--- src/rtl/decade_pkg.sv ---
package decade_pkg;

    localparam int QUIN_W = 3;
    localparam logic [QUIN_W-1:0] QUIN_LAST = 3'd4;

    typedef enum logic [1:0] {
        CM_SPLIT   = 2'b00,
        CM_DECIMAL = 2'b01,
        CM_BIQ     = 2'b10,
        CM_SPARE   = 2'b11
    } cnt_mode_e;

    // stage advance requests for one lane
    typedef struct packed {
        logic adv_two;
        logic adv_five;
    } adv_t;

    // next code of the divide-by-five stage; unused codes fold to zero
    function automatic logic [QUIN_W-1:0] quin_next(input logic [QUIN_W-1:0] cur);
        return (cur >= QUIN_LAST) ? '0 : cur + 1'b1;
    endfunction

endpackage

--- src/rtl/fall_sense.sv ---
module fall_sense #(
    parameter int W = 4
) (
    input  logic         clk_i,
    input  logic         rst_i,
    input  logic [W-1:0] sig_i,
    output logic [W-1:0] fall_o
);
    logic [W-1:0] prev_q;

    always_ff @(posedge clk_i or posedge rst_i) begin
        if (rst_i) prev_q <= '0;
        else       prev_q <= sig_i;
    end

    assign fall_o = prev_q & ~sig_i;

endmodule

--- src/rtl/tog_stage.sv ---
module tog_stage (
    input  logic clk_i,
    input  logic rst_i,
    input  logic adv_i,
    output logic qa_o
);
    logic qa_q;

    always_ff @(posedge clk_i or posedge rst_i) begin
        if (rst_i)      qa_q <= 1'b0;
        else if (adv_i) qa_q <= ~qa_q;
    end

    assign qa_o = qa_q;

    AST_QA_TOGGLE: assert property (@(posedge clk_i) disable iff (rst_i)
        adv_i |=> (qa_q != $past(qa_q)));
    AST_QA_HOLD: assert property (@(posedge clk_i) disable iff (rst_i)
        !adv_i |=> $stable(qa_q));

endmodule

--- src/rtl/quin_stage.sv ---
module quin_stage
    import decade_pkg::*;
(
    input  logic              clk_i,
    input  logic              rst_i,
    input  logic              adv_i,
    output logic [QUIN_W-1:0] cnt_o
);
    logic [QUIN_W-1:0] cnt_q;

    always_ff @(posedge clk_i or posedge rst_i) begin
        if (rst_i)      cnt_q <= '0;
        else if (adv_i) cnt_q <= quin_next(cnt_q);
    end

    assign cnt_o = cnt_q;

    AST_QUIN_RANGE: assert property (@(posedge clk_i) disable iff (rst_i)
        cnt_q <= QUIN_LAST);
    AST_QUIN_STEP: assert property (@(posedge clk_i) disable iff (rst_i)
        (adv_i && cnt_q < QUIN_LAST) |=> (cnt_q == $past(cnt_q) + 1'b1));
    AST_QUIN_WRAP: assert property (@(posedge clk_i) disable iff (rst_i)
        (adv_i && cnt_q == QUIN_LAST) |=> (cnt_q == '0));
    AST_QUIN_HOLD: assert property (@(posedge clk_i) disable iff (rst_i)
        !adv_i |=> $stable(cnt_q));

endmodule

--- src/rtl/decade_lane.sv ---
module decade_lane
    import decade_pkg::*;
(
    input  logic              clk_i,
    input  logic              rst_i,
    input  logic [1:0]        mode_i,
    input  logic              strb_a_i,
    input  logic              strb_b_i,
    output logic              qa_o,
    output logic [QUIN_W-1:0] quin_o,
    output logic              tc_o
);
    localparam int N_SRC = 4;

    cnt_mode_e         mode;
    logic [N_SRC-1:0]  src;
    logic [N_SRC-1:0]  fall;
    adv_t              adv;
    logic              qa;
    logic [QUIN_W-1:0] quin;
    logic              tc_q;

    assign mode = cnt_mode_e'(mode_i);
    // bit order: strobe a, strobe b, two-stage output, five-stage top bit
    assign src  = {quin[QUIN_W-1], qa, strb_b_i, strb_a_i};

    fall_sense #(.W(N_SRC)) u_fall (
        .clk_i  (clk_i),
        .rst_i  (rst_i),
        .sig_i  (src),
        .fall_o (fall)
    );

    always_comb begin
        unique case (mode)
            CM_DECIMAL: begin
                adv.adv_two  = fall[0];
                adv.adv_five = fall[2];
            end
            CM_BIQ: begin
                adv.adv_two  = fall[3];
                adv.adv_five = fall[1];
            end
            default: begin
                adv.adv_two  = fall[0];
                adv.adv_five = fall[1];
            end
        endcase
    end

    tog_stage u_two (
        .clk_i (clk_i),
        .rst_i (rst_i),
        .adv_i (adv.adv_two),
        .qa_o  (qa)
    );

    quin_stage u_five (
        .clk_i (clk_i),
        .rst_i (rst_i),
        .adv_i (adv.adv_five),
        .cnt_o (quin)
    );

    always_ff @(posedge clk_i or posedge rst_i) begin
        if (rst_i) tc_q <= 1'b0;
        else       tc_q <= ((mode == CM_DECIMAL) && adv.adv_five && (quin == QUIN_LAST))
                        || ((mode == CM_BIQ) && adv.adv_two && qa);
    end

    assign qa_o   = qa;
    assign quin_o = quin;
    assign tc_o   = tc_q;

    AST_RST_CLEAR: assert property (@(posedge clk_i)
        rst_i |-> (!qa && quin == '0 && !tc_q));
    AST_TC_ZERO: assert property (@(posedge clk_i) disable iff (rst_i)
        tc_q |-> (!qa && quin == '0));
    AST_TC_SINGLE: assert property (@(posedge clk_i) disable iff (rst_i)
        tc_q |=> !tc_q);

endmodule

--- src/rtl/dual_decade_counter.sv ---
module dual_decade_counter
    import decade_pkg::*;
#(
    parameter int NUM_LANES = 2
) (
    input  logic                              clk_i,
    input  logic [NUM_LANES-1:0]              rst_i,
    input  logic [NUM_LANES-1:0][1:0]         mode_i,
    input  logic [NUM_LANES-1:0]              strb_a_i,
    input  logic [NUM_LANES-1:0]              strb_b_i,
    output logic [NUM_LANES-1:0]              qa_o,
    output logic [NUM_LANES-1:0][QUIN_W-1:0]  quin_o,
    output logic [NUM_LANES-1:0]              tc_o
);
    for (genvar g = 0; g < NUM_LANES; g++) begin : g_lane
        decade_lane u_lane (
            .clk_i    (clk_i),
            .rst_i    (rst_i[g]),
            .mode_i   (mode_i[g]),
            .strb_a_i (strb_a_i[g]),
            .strb_b_i (strb_b_i[g]),
            .qa_o     (qa_o[g]),
            .quin_o   (quin_o[g]),
            .tc_o     (tc_o[g])
        );
    end

endmodule

--- config.mk ---
export PLATFORM = sky130hd
export DESIGN_NAME = dual_decade_counter
export DESIGN_NICKNAME = d
export VERILOG_FILES = /design/src/rtl/decade_pkg.sv /design/src/rtl/fall_sense.sv /design/src/rtl/tog_stage.sv /design/src/rtl/quin_stage.sv /design/src/rtl/decade_lane.sv /design/src/rtl/dual_decade_counter.sv
export SDC_FILE = /design/constraint.sdc
export NUM_CORES = 1
export LEC_CHECK = 0
export BUFFER_PORTS_ARGS = -buffer_cell sky130_fd_sc_hd__buf_2
export CORE_UTILIZATION = 51
export DETAILED_ROUTE_END_ITERATION = 10
export GPL_ROUTABILITY_DRIVEN = 0
export PLACE_DENSITY = 0.8
export SETUP_SLACK_MARGIN = 0.4
export SLEW_MARGIN = 20
export SYNTH_ARGS = -nofsm -noshare
export SYNTH_HDL_FRONTEND = slang
export SYNTH_HIERARCHICAL = 1
export SYNTH_SLANG_ARGS = --single-unit
--- constraint.sdc ---
create_clock -name clk_i -period 1.5 [get_ports clk_i]
set_input_delay 0 -clock clk_i [delete_from_list [all_inputs] [get_ports clk_i]]
set_output_delay 0 -clock clk_i [all_outputs]
set_load 0.02 [all_outputs]
==> results of run 1 <==
[synth_stat cells]
| library cell | number | share of area, % |
|---|---|---|
| sky130_fd_sc_hd__dfrtp_1 | 18 | 49 |
| sky130_fd_sc_hd__inv_1 | 18 | 7.3 |
| sky130_fd_sc_hd__ha_1 | 8 | 11 |
| sky130_fd_sc_hd__nor2b_4 | 8 | 12 |
| sky130_fd_sc_hd__o21ai_0 | 8 | 4.3 |
| sky130_fd_sc_hd__nand2_1 | 6 | 2.4 |
| sky130_fd_sc_hd__nand3b_1 | 6 | 4.9 |
| sky130_fd_sc_hd__o21ai_1 | 4 | 2.2 |
| sky130_fd_sc_hd__a32o_1 | 2 | 2.2 |
| sky130_fd_sc_hd__nor3_1 | 2 | 1.1 |
| sky130_fd_sc_hd__or3b_1 | 2 | 1.9 |
| sky130_fd_sc_hd__xor2_1 | 2 | 1.9 |
[path summary, 6_finish.rpt]
check	cells after the start	slack, ps	startpoint	endpoint
max in group asynchronous	3	1160	rst_i[1]	g_lane[1].u_lane/u_fall/prev_q[0]
worst max-delay path	5	230	g_lane[1].u_lane/u_two/qa_o	g_lane[1].u_lane/u_five/cnt_o[0]
worst min-delay path	3	110	rst_i[0]	g_lane[0].u_lane/u_two/qa_o
min in group clk_i	6	210	strb_b_i[1]	g_lane[1].u_lane/u_five/cnt_o[0]
worst min register to register	0	500	g_lane[1].u_lane/u_five/cnt_o[2]	g_lane[1].u_lane/u_fall/prev_q[3]
worst max register to register	5	230	g_lane[1].u_lane/u_two/qa_o	g_lane[1].u_lane/u_five/cnt_o[0]
[layer usage]
metal / vias to the layer above / GRT usage [%] / part of all wire, %
met5: - / 0 / 0
met4: 0 / 9.09 / 2.2
met3: 6 / 3.67 / 6.9
met2: 35 / 32.1 / 46
met1: 351 / 30.7 / 45
li1: 339 / - / -
[where the power goes]
part / switching (W) / internal (W) / leakage (nW) / total, W
Clock: 0.000147 / 0.000148 / 0.0210 / 0.000295
Sequential: 0.000158 / 0.000645 / 0.220 / 0.000803
Combinational: 0.000372 / 0.000325 / 0.401 / 0.000697
Total: 0.000678 / 0.00112 / 0.642 / 0.00180
[cell families after synthesis]
kind of cell	count (synthesis)
xor gates and xnor gates	2
DFF	18
adders and majority gates	8
AOI/OAI and AO/OA	14
and+or+nand+nor	24
buffers and inverters	18
[cell type report]
cell class | count | share of cell area, %
timing repair buffer | 31 | 16.8
multi-input combinational | 48 | 35.1
inverter | 18 | 5.52
sequential | 18 | 37.2
clock buffer | 4 | 2.96
tap | 24 | 2.45
[critical path: cells and delay by family (launching register included)]
kind | cells | cell delay [ps]
AOI/OAI and AO/OA | 2 | 220
DFF | 1 | 440
and+or+nand+nor | 3 | 530
[repair_timing]
| item | in CTS | in global routing |
|---|---|---|
| endpoints found under the hold margin | 22 | 0 |
| setup buffers | 4 | 1 |
| hold buffers | 6 | 0 |
| endpoints found under the setup margin | 6 | 8 |
| gates resized for setup | 4 | 11 |
| pin swaps | 2 | 6 |
[flip-flops by register name, indices dropped and copies added (netlist names)]
signal and flops:
g_lane.u_lane/u_fall/prev_q 8, g_lane.u_lane/u_five/cnt_o 6, g_lane.u_lane/tc_o 2, g_lane.u_lane/u_two/qa_o 2
[metrics by stage]
stage	instance area, um^2	setup slack (ps)
floorplan	933	181
global placement	1060	195
detailed placement	1060	137
CTS	1200	231
global route	1220	169
finish	1220	232
==> Flow_metrics.wiki, run 1 <==
{| class="wikitable"
! Metric !! Value
|-
| TritonRoute pass-1 iters || 4
|-
| Number of antenna violations at the first check in global routing || 0
|-
| H-tree depth || 1
|-
| Post-synthesis sequential area ratio || between 40% and 50%
|-
| Netlist area before placement || a little over 900 um^2
|-
| Synthesized-area fraction occupied by xor and xnor cells || 1.90%
|-
| Worst Path Class, Setup || register to register
|-
| Ys Warns || 6
|-
| Effective utilization at floorplan || 57.8%
|-
| Minimum clock period after layout || around 1300 ps
|-
| Area occupied by multi-input gates || around 430 um^2
|-
| Status || finished, final reports clean
|-
| Finished Layout Cells || 143
|-
| Synth Instances || 84
|-
| Worst VDD drop || ~1200 uV
|-
| Count of distinct cell types in the synthesized netlist || 12
|-
| Max-slew violation count || 0
|-
| Clock tree from TritonCTS || done
|-
| Relative slew slack || 86.8%
|-
| Fillcell total || 107
|-
| Clock skew after layout || a little under 8 ps
|-
| Smallest hold slack || between 100 and 150 ps
|-
| Remaining antenna violation count || 0
|-
| Post-synthesis area per instance || approximately 11 um^2
|-
| Detail-routed via count per cell || between 5 and 6
|-
| Remaining global-route overflow || 0
|-
| Largest fanout on the critical path || 2
|-
| Latest clock arrival within the worst-skew pair || 290 ps
|-
| Hold violation count in the final report || 0
|-
| Worst Tran Pin Value || between 150 and 200 ps
|-
| Area growth from synthesis to layout || 33.0%
|-
| Sequence of cells on the critical path || nor2b_4, nand2_2, o21ai_2, or3b_1, o21ai_1
|-
| Clock slew at the register clock pins of the worst setup and hold paths || 100 ps
|-
| Setup Viol. Count Final || 0
|-
| Top-level port count || 21
|-
| Flip-flop and latch count after synthesis || 18
|-
| Layout cells sized above 1 || 39.5%
|-
| Nets@finish || between 100 and 150
|-
| Die Wd || 44.5 um
|-
| Static power due to leakage || ~0.64 nW
|-
| Mapped Nets || around 100
|-
| Type of element capturing the critical path || register
|-
| Most frequent standard cell in the layout excluding fill and tap cells || sky130_fd_sc_hd__buf_2
|-
| Commonest cells after routing, fill and taps aside || 20 x sky130_fd_sc_hd__buf_2, 18 x sky130_fd_sc_hd__inv_1, 14 x sky130_fd_sc_hd__dfrtp_1
|-
| Detailed Route Iter0 Violations || 27
|-
| Mean routed wirelength per cell || 12.1 um
|-
| Die height || between 40 and 50 um
|-
| Combinational family with the most area after synthesis || simple AND/OR/NAND/NOR gates
|-
| Area of the core || 1590 um^2
|-
| Element type at the critical path start || register
|-
| Combined flip-flop and latch cell area || around 460 um^2
|-
| Number of buffers inserted by port buffering || 20
|-
| Number of clock sinks || 18
|-
| Die area || ~2000 um^2
|-
| Mux share of post-synthesis cell area || 0%
|-
| Clock root cell || sky130_fd_sc_hd__clkbuf_4
|-
| WP data required || 1720 ps
|-
| Adder and majority gate portion of the synthesized area || 10.9%
|-
| Final worst path period share || between 80% and 90%
|-
| Basic-gate share of the synthesized area counting and, or, nand and nor cells || 22.3%
|-
| Max cap viols || 0
|-
| Type of the most critical hold path || input pin to async pin
|-
| HPWL after detailed placement || between 1000 and 1500 um
|-
| End-of-flow core utilization || 76.8%
|-
| DRC viols || 0
|-
| Setup_tns || 0 ps
|-
| Slowest Stage Delay on Critical Path || around 440 ps
|-
| Standard-cell rows || 14
|-
| Total number of vias || around 730
|-
| Worst path arrival time || ~1500 ps
|-
| CTS buffer count || 3
|-
| CP max stage cell || sky130_fd_sc_hd__dfrtp_2
|-
| Complex-gate fraction of the synthesized area || ~8.7%
|-
| Pwr Density || ~1500 nW/um^2
|-
| Total global-route track usage || about 21%
|-
| Highest clock frequency the design can meet || between 700 and 800 MHz
|-
| Wire length of the first global-routing pass || 3020 um
|-
| CTS max path bufs || 2
|-
| Placed cells || roughly 130
|-
| Via count of the first global-routing pass || between 600 and 700
|-
| Antenna Diode Count || 0
|-
| Setup repair after global routing missed its margin || true
|-
| Post-Route WL || about 1700 um
|-
| Maximum number of pins on one net before global-route repair || 11
|-
| Total power draw || between 0.0015 and 0.002 W
|}
Note: power is estimated with default switching activity, not from simulation.
==> run 2, diff against run 1 <==
--- a/config.mk
+++ b/config.mk
@@ -5,11 +5,12 @@
 export SDC_FILE = /design/constraint.sdc
 export NUM_CORES = 1
 export LEC_CHECK = 0
+export ABC_AREA = 1
 export BUFFER_PORTS_ARGS = -buffer_cell sky130_fd_sc_hd__buf_2
-export CORE_UTILIZATION = 51
+export CORE_UTILIZATION = 52
 export DETAILED_ROUTE_END_ITERATION = 10
 export GPL_ROUTABILITY_DRIVEN = 0
-export PLACE_DENSITY = 0.8
+export PLACE_DENSITY = 0.81
 export SETUP_SLACK_MARGIN = 0.4
 export SLEW_MARGIN = 20
 export SYNTH_ARGS = -nofsm -noshare
==> constraint.sdc (replaced) <==
create_clock -name clk_i -period 1.2 [get_ports clk_i]
set_input_delay 0 -clock clk_i [delete_from_list [all_inputs] [get_ports clk_i]]
set_output_delay 0 -clock clk_i [all_outputs]
set_load 0.02 [all_outputs]
==> Flow_metrics.wiki, run 2 <==
{| class="wikitable"
! Metric !! Value
|-
| Detail-routed via count per cell || 4.65 (-9.1%)
|-
| Start point of the critical path || g_lane[0].u_lane/u_two/qa_o
|-
| Type of element capturing the critical path || register
|-
| Ys Warns || 6 (unchanged)
|-
| Number of antenna violations at the first check in global routing || 0 (unchanged)
|-
| TritonRoute pass-1 iters || 4 (unchanged)
|-
| Detailed Route Iter0 Violations || 26 (-3.7%)
|-
| Pwr Density || 1960 nW/um^2 (+34%)
|-
| Setup Viol. Count Final || 0 (unchanged)
|-
| Die height || 45.0 um (+1.1%)
|-
| Hold violation count in the final report || 0 (unchanged)
|-
| Top-level port count || 21 (unchanged)
|-
| Area of the core || 1730 um^2 (+8.3%)
|-
| Leading post-synthesis cells by instance count || 36 x sky130_fd_sc_hd__inv_1, 36 x sky130_fd_sc_hd__nand2_1, 18 x sky130_fd_sc_hd__dfrtp_1
|-
| Mean routed wirelength per cell || 11.5 um (-5.2%)
|-
| Most frequent standard cell in the layout excluding fill and tap cells || sky130_fd_sc_hd__inv_1
|-
| CP max stage cell || sky130_fd_sc_hd__dfrtp_2
|-
| Largest fanout on the critical path || 5 (+3)
|-
| Dominant cell type by count on the critical path || sky130_fd_sc_hd__nand2_1
|-
| H-tree depth || 1 (unchanged)
|-
| Sequence of cells on the critical path || nor2_4, nand3_2, nand2_4, inv_4, nand2_1, nand2_1
|-
| Post-Route WL || 2180 um (+26%)
|-
| Worst Tran Pin Value || 224 ps (+25.2 ps)
|-
| Commonest cells after routing, fill and taps aside || 30 x sky130_fd_sc_hd__inv_1, 29 x sky130_fd_sc_hd__nand2_1, 11 x sky130_fd_sc_hd__buf_6, 11 x sky130_fd_sc_hd__buf_2, 10 x sky130_fd_sc_hd__dfrtp_1
|-
| Clock slew at the register clock pins of the worst setup and hold paths || 110 ps (about the same)
|-
| Top cell family by delay on the critical path || flip-flops
|-
| Mapped Nets || 145 (+41%)
|-
| Antenna Diode Count || 0 (unchanged)
|-
| CTS buffer count || 3 (unchanged)
|-
| Maximum number of pins on one net before global-route repair || 11 (unchanged)
|-
| Effective utilization at floorplan || 55.7% (-2.1 points)
|-
| Clock tree from TritonCTS || done
|-
| Number of clock sinks || 18 (unchanged)
|-
| Latest clock arrival within the worst-skew pair || 290 ps (about the same)
|-
| Reg-to-reg startpoint || g_lane[0].u_lane/u_two/qa_o
|-
| Layout cells sized above 1 || 42.4% (+2.9 points)
|-
| Number of enable-type register cells in the synthesized netlist || 0 (unchanged)
|-
| CTS max path bufs || 2 (unchanged)
|-
| Placement-stage worst setup slack || 170 ps (+33.0 ps)
|-
| Logic depth of the worst path, buffers included || 6 (+1)
|-
| Flip-flop and latch count after synthesis || 18 (unchanged)
|-
| Via count of the first global-routing pass || 748 (+12%)
|-
| DRC viols || 0 (unchanged)
|-
| Highest clock frequency the design can meet || 976 MHz (+24%)
|-
| Combined buffer and inverter count along the critical path || 1 (+1)
|-
| Worst Path Class, Setup || register to register
|-
| Synth Instances || 126 (+50%)
|-
| Reg2reg path depth || 6 (+1)
|-
| Max cap viols || 0 (unchanged)
|-
| Slowest Stage Delay on Critical Path || 450 ps (about the same)
|-
| Post-synthesis area per instance || 7.63 um^2 (-30%)
|-
| Status || finished, final reports clean
|-
| Clock root cell || sky130_fd_sc_hd__clkbuf_4
|-
| Nets@finish || 185 (+33%)
|-
| Post-synthesis sequential area ratio || 46.9% (-2.0 points)
|-
| Post-place instance area || 1110 um^2 (+4.1%)
|-
| Netlist area before placement || 961 um^2 (+4.3%)
|-
| Register ranked first by flip-flop count || g_lane.u_lane/u_fall/prev_q
|-
| Remaining global-route overflow || 0 (unchanged)
|-
| Static power due to leakage || 0.787 nW (+22%)
|-
| Total number of vias || 883 (+21%)
|-
| Setup_tns || 0 ps (unchanged)
|-
| Max-slew violation count || 0 (unchanged)
|-
| Share of Yosys cell area claimed by the top area cell type || 46.9% (-2.0 points)
|-
| Count of distinct cell types in the synthesized netlist || 9 (-3)
|-
| Minimum setup slack in the final design || 176 ps (-56.5 ps)
|-
| Final worst path period share || 85.3% (+0.83 points)
|-
| Element type at the critical path start || register
|-
| Number of buffers inserted by port buffering || 20 (unchanged)
|-
| Die area || 2020 um^2 (+2.2%)
|-
| Fillcell total || 103 (-3.7%)
|-
| Top cell type by total area after synthesis || sky130_fd_sc_hd__dfrtp_1
|-
| Die Wd || 45.0 um (+1.1%)
|-
| Worst VDD drop || 1220 uV (+4.9%)
|-
| Leading cell types by total area after synthesis || sky130_fd_sc_hd__dfrtp_1 47%, sky130_fd_sc_hd__inv_1 14%, sky130_fd_sc_hd__nand2_1 14%
|-
| Remaining antenna violation count || 0 (unchanged)
|-
| WP data required || 1380 ps (-340 ps)
|-
| Standard-cell rows || 15 (+1)
|-
| Wire length of the first global-routing pass || 3000 um (-0.46%)
|-
| Minimum clock period after layout || 1020 ps (-244 ps)
|-
| Clock skew after layout || 6.32 ps (-1.49 ps)
|-
| Final Instance Area || 1400 um^2 (+14%)
|-
| Flip-flop count of the largest register after layout || 8 (unchanged)
|-
| Total global-route track usage || 20.8% (-0.62 points)
|-
| Area growth from synthesis to layout || 45.6%
|-
| Proportion of synthesized flip-flops having asynchronous set or reset || 100% (unchanged)
|-
| Setup repair after global routing missed its margin || true
|-
| HPWL after detailed placement || 1330 um (+14%)
|-
| Worst path arrival time || 1210 ps (-280 ps)
|-
| Type of the most critical hold path || input pin to async pin
|-
| Relative slew slack || 85.0% (-1.8 points)
|-
| Top_reg_cell synth || sky130_fd_sc_hd__dfrtp_1
|}
-- run 2: changes by cell type in the layout (fill, tap and decap cells not counted), sizes merged --
cell    delta
a32o       -2
buf        +4
inv       +22
nand2     +30
nand3      +8
nand3b     -6
nor2      +12
nor2b      -8
nor3       -2
o21ai      -8
or3b       -2
xor2       -2
-- run 2: metal layers --
layer | track usage [%] | wire length, um | vias up
li1 | - | - | 433
met2 | 36.5 | 1150 | 33
met4 | 6.06 | 19 | 0
met1 | 25.8 | 896 | 412
met3 | 4.00 | 109 | 5
met5 | 0 | 0 | -
-- run 2: path summary, 6_finish.rpt --
path,slack [ps],to
max in group asynchronous,860,g_lane[0].u_lane/u_fall/prev_q[1]
min reg2reg,560,g_lane[0].u_lane/u_fall/prev_q[2]
max,180,g_lane[0].u_lane/u_five/cnt_o[1]
min,100,g_lane[1].u_lane/u_two/qa_o
min in group clk_i,120,g_lane[1].u_lane/tc_o
max reg2reg,180,g_lane[0].u_lane/u_five/cnt_o[1]
-- run 2: per-stage QoR --
stage	hold WS, ps	std cells	total power, W	util [%]
after floorplan	-271	126	0.00156	-
after global placement	-131	171	0.00178	64.1
after detailed placement	-130	171	0.00183	64.1
after CTS	99.8	189	0.00261	77.8
after global routing	113	190	0.00291	81.0
final	103	190	0.00275	81.0
-- run 2: kinds of logic after synthesis --
| family | count (synthesis) | share of synthesized area, % |
|---|---|---|
| simple gates | 56 | 25.0 |
| flops | 18 | 46.9 |
| fa+ha+maj | 8 | 10.4 |
| buf+inv | 40 | 15.6 |
| compound gates | 4 | 2.08 |
-- run 2: tightest hold or removal path, cell delays in order --
cell and delay [ps]:
sky130_fd_sc_hd__dlygate4sd3_1 520, sky130_fd_sc_hd__buf_2 150, sky130_fd_sc_hd__inv_1 60
-- run 2: what timing repair did --
action / CTS / global route
endpoints found under the setup margin: 20 / 20
gates cloned: 0 / 0
hold buffers: 6 / 0
buffers inserted: 8 / 1
pin swaps: 3 / 5
endpoints found under the hold margin: 22 / 0
resized for setup: 23 / 14
-- run 2: cell type report --
| cell class | count | area, um^2 | area share [%] |
|---|---|---|---|
| timing repair buffer | 35 | 292 | 20.8 |
| multi-input combinational | 68 | 424 | 30.3 |
| clock buffer | 4 | 36.3 | 2.59 |
| sequential | 18 | 460 | 32.9 |
| tap | 25 | 31.3 | 2.24 |
| inverter | 40 | 155 | 11.1 |
-- run 2: report_power, final --
part           switching (W)  leakage [nW]  internal (W)
Clock               0.000188        0.0210      0.000185
Sequential          0.000229         0.217      0.000817
Combinational       0.000674         0.549      0.000655
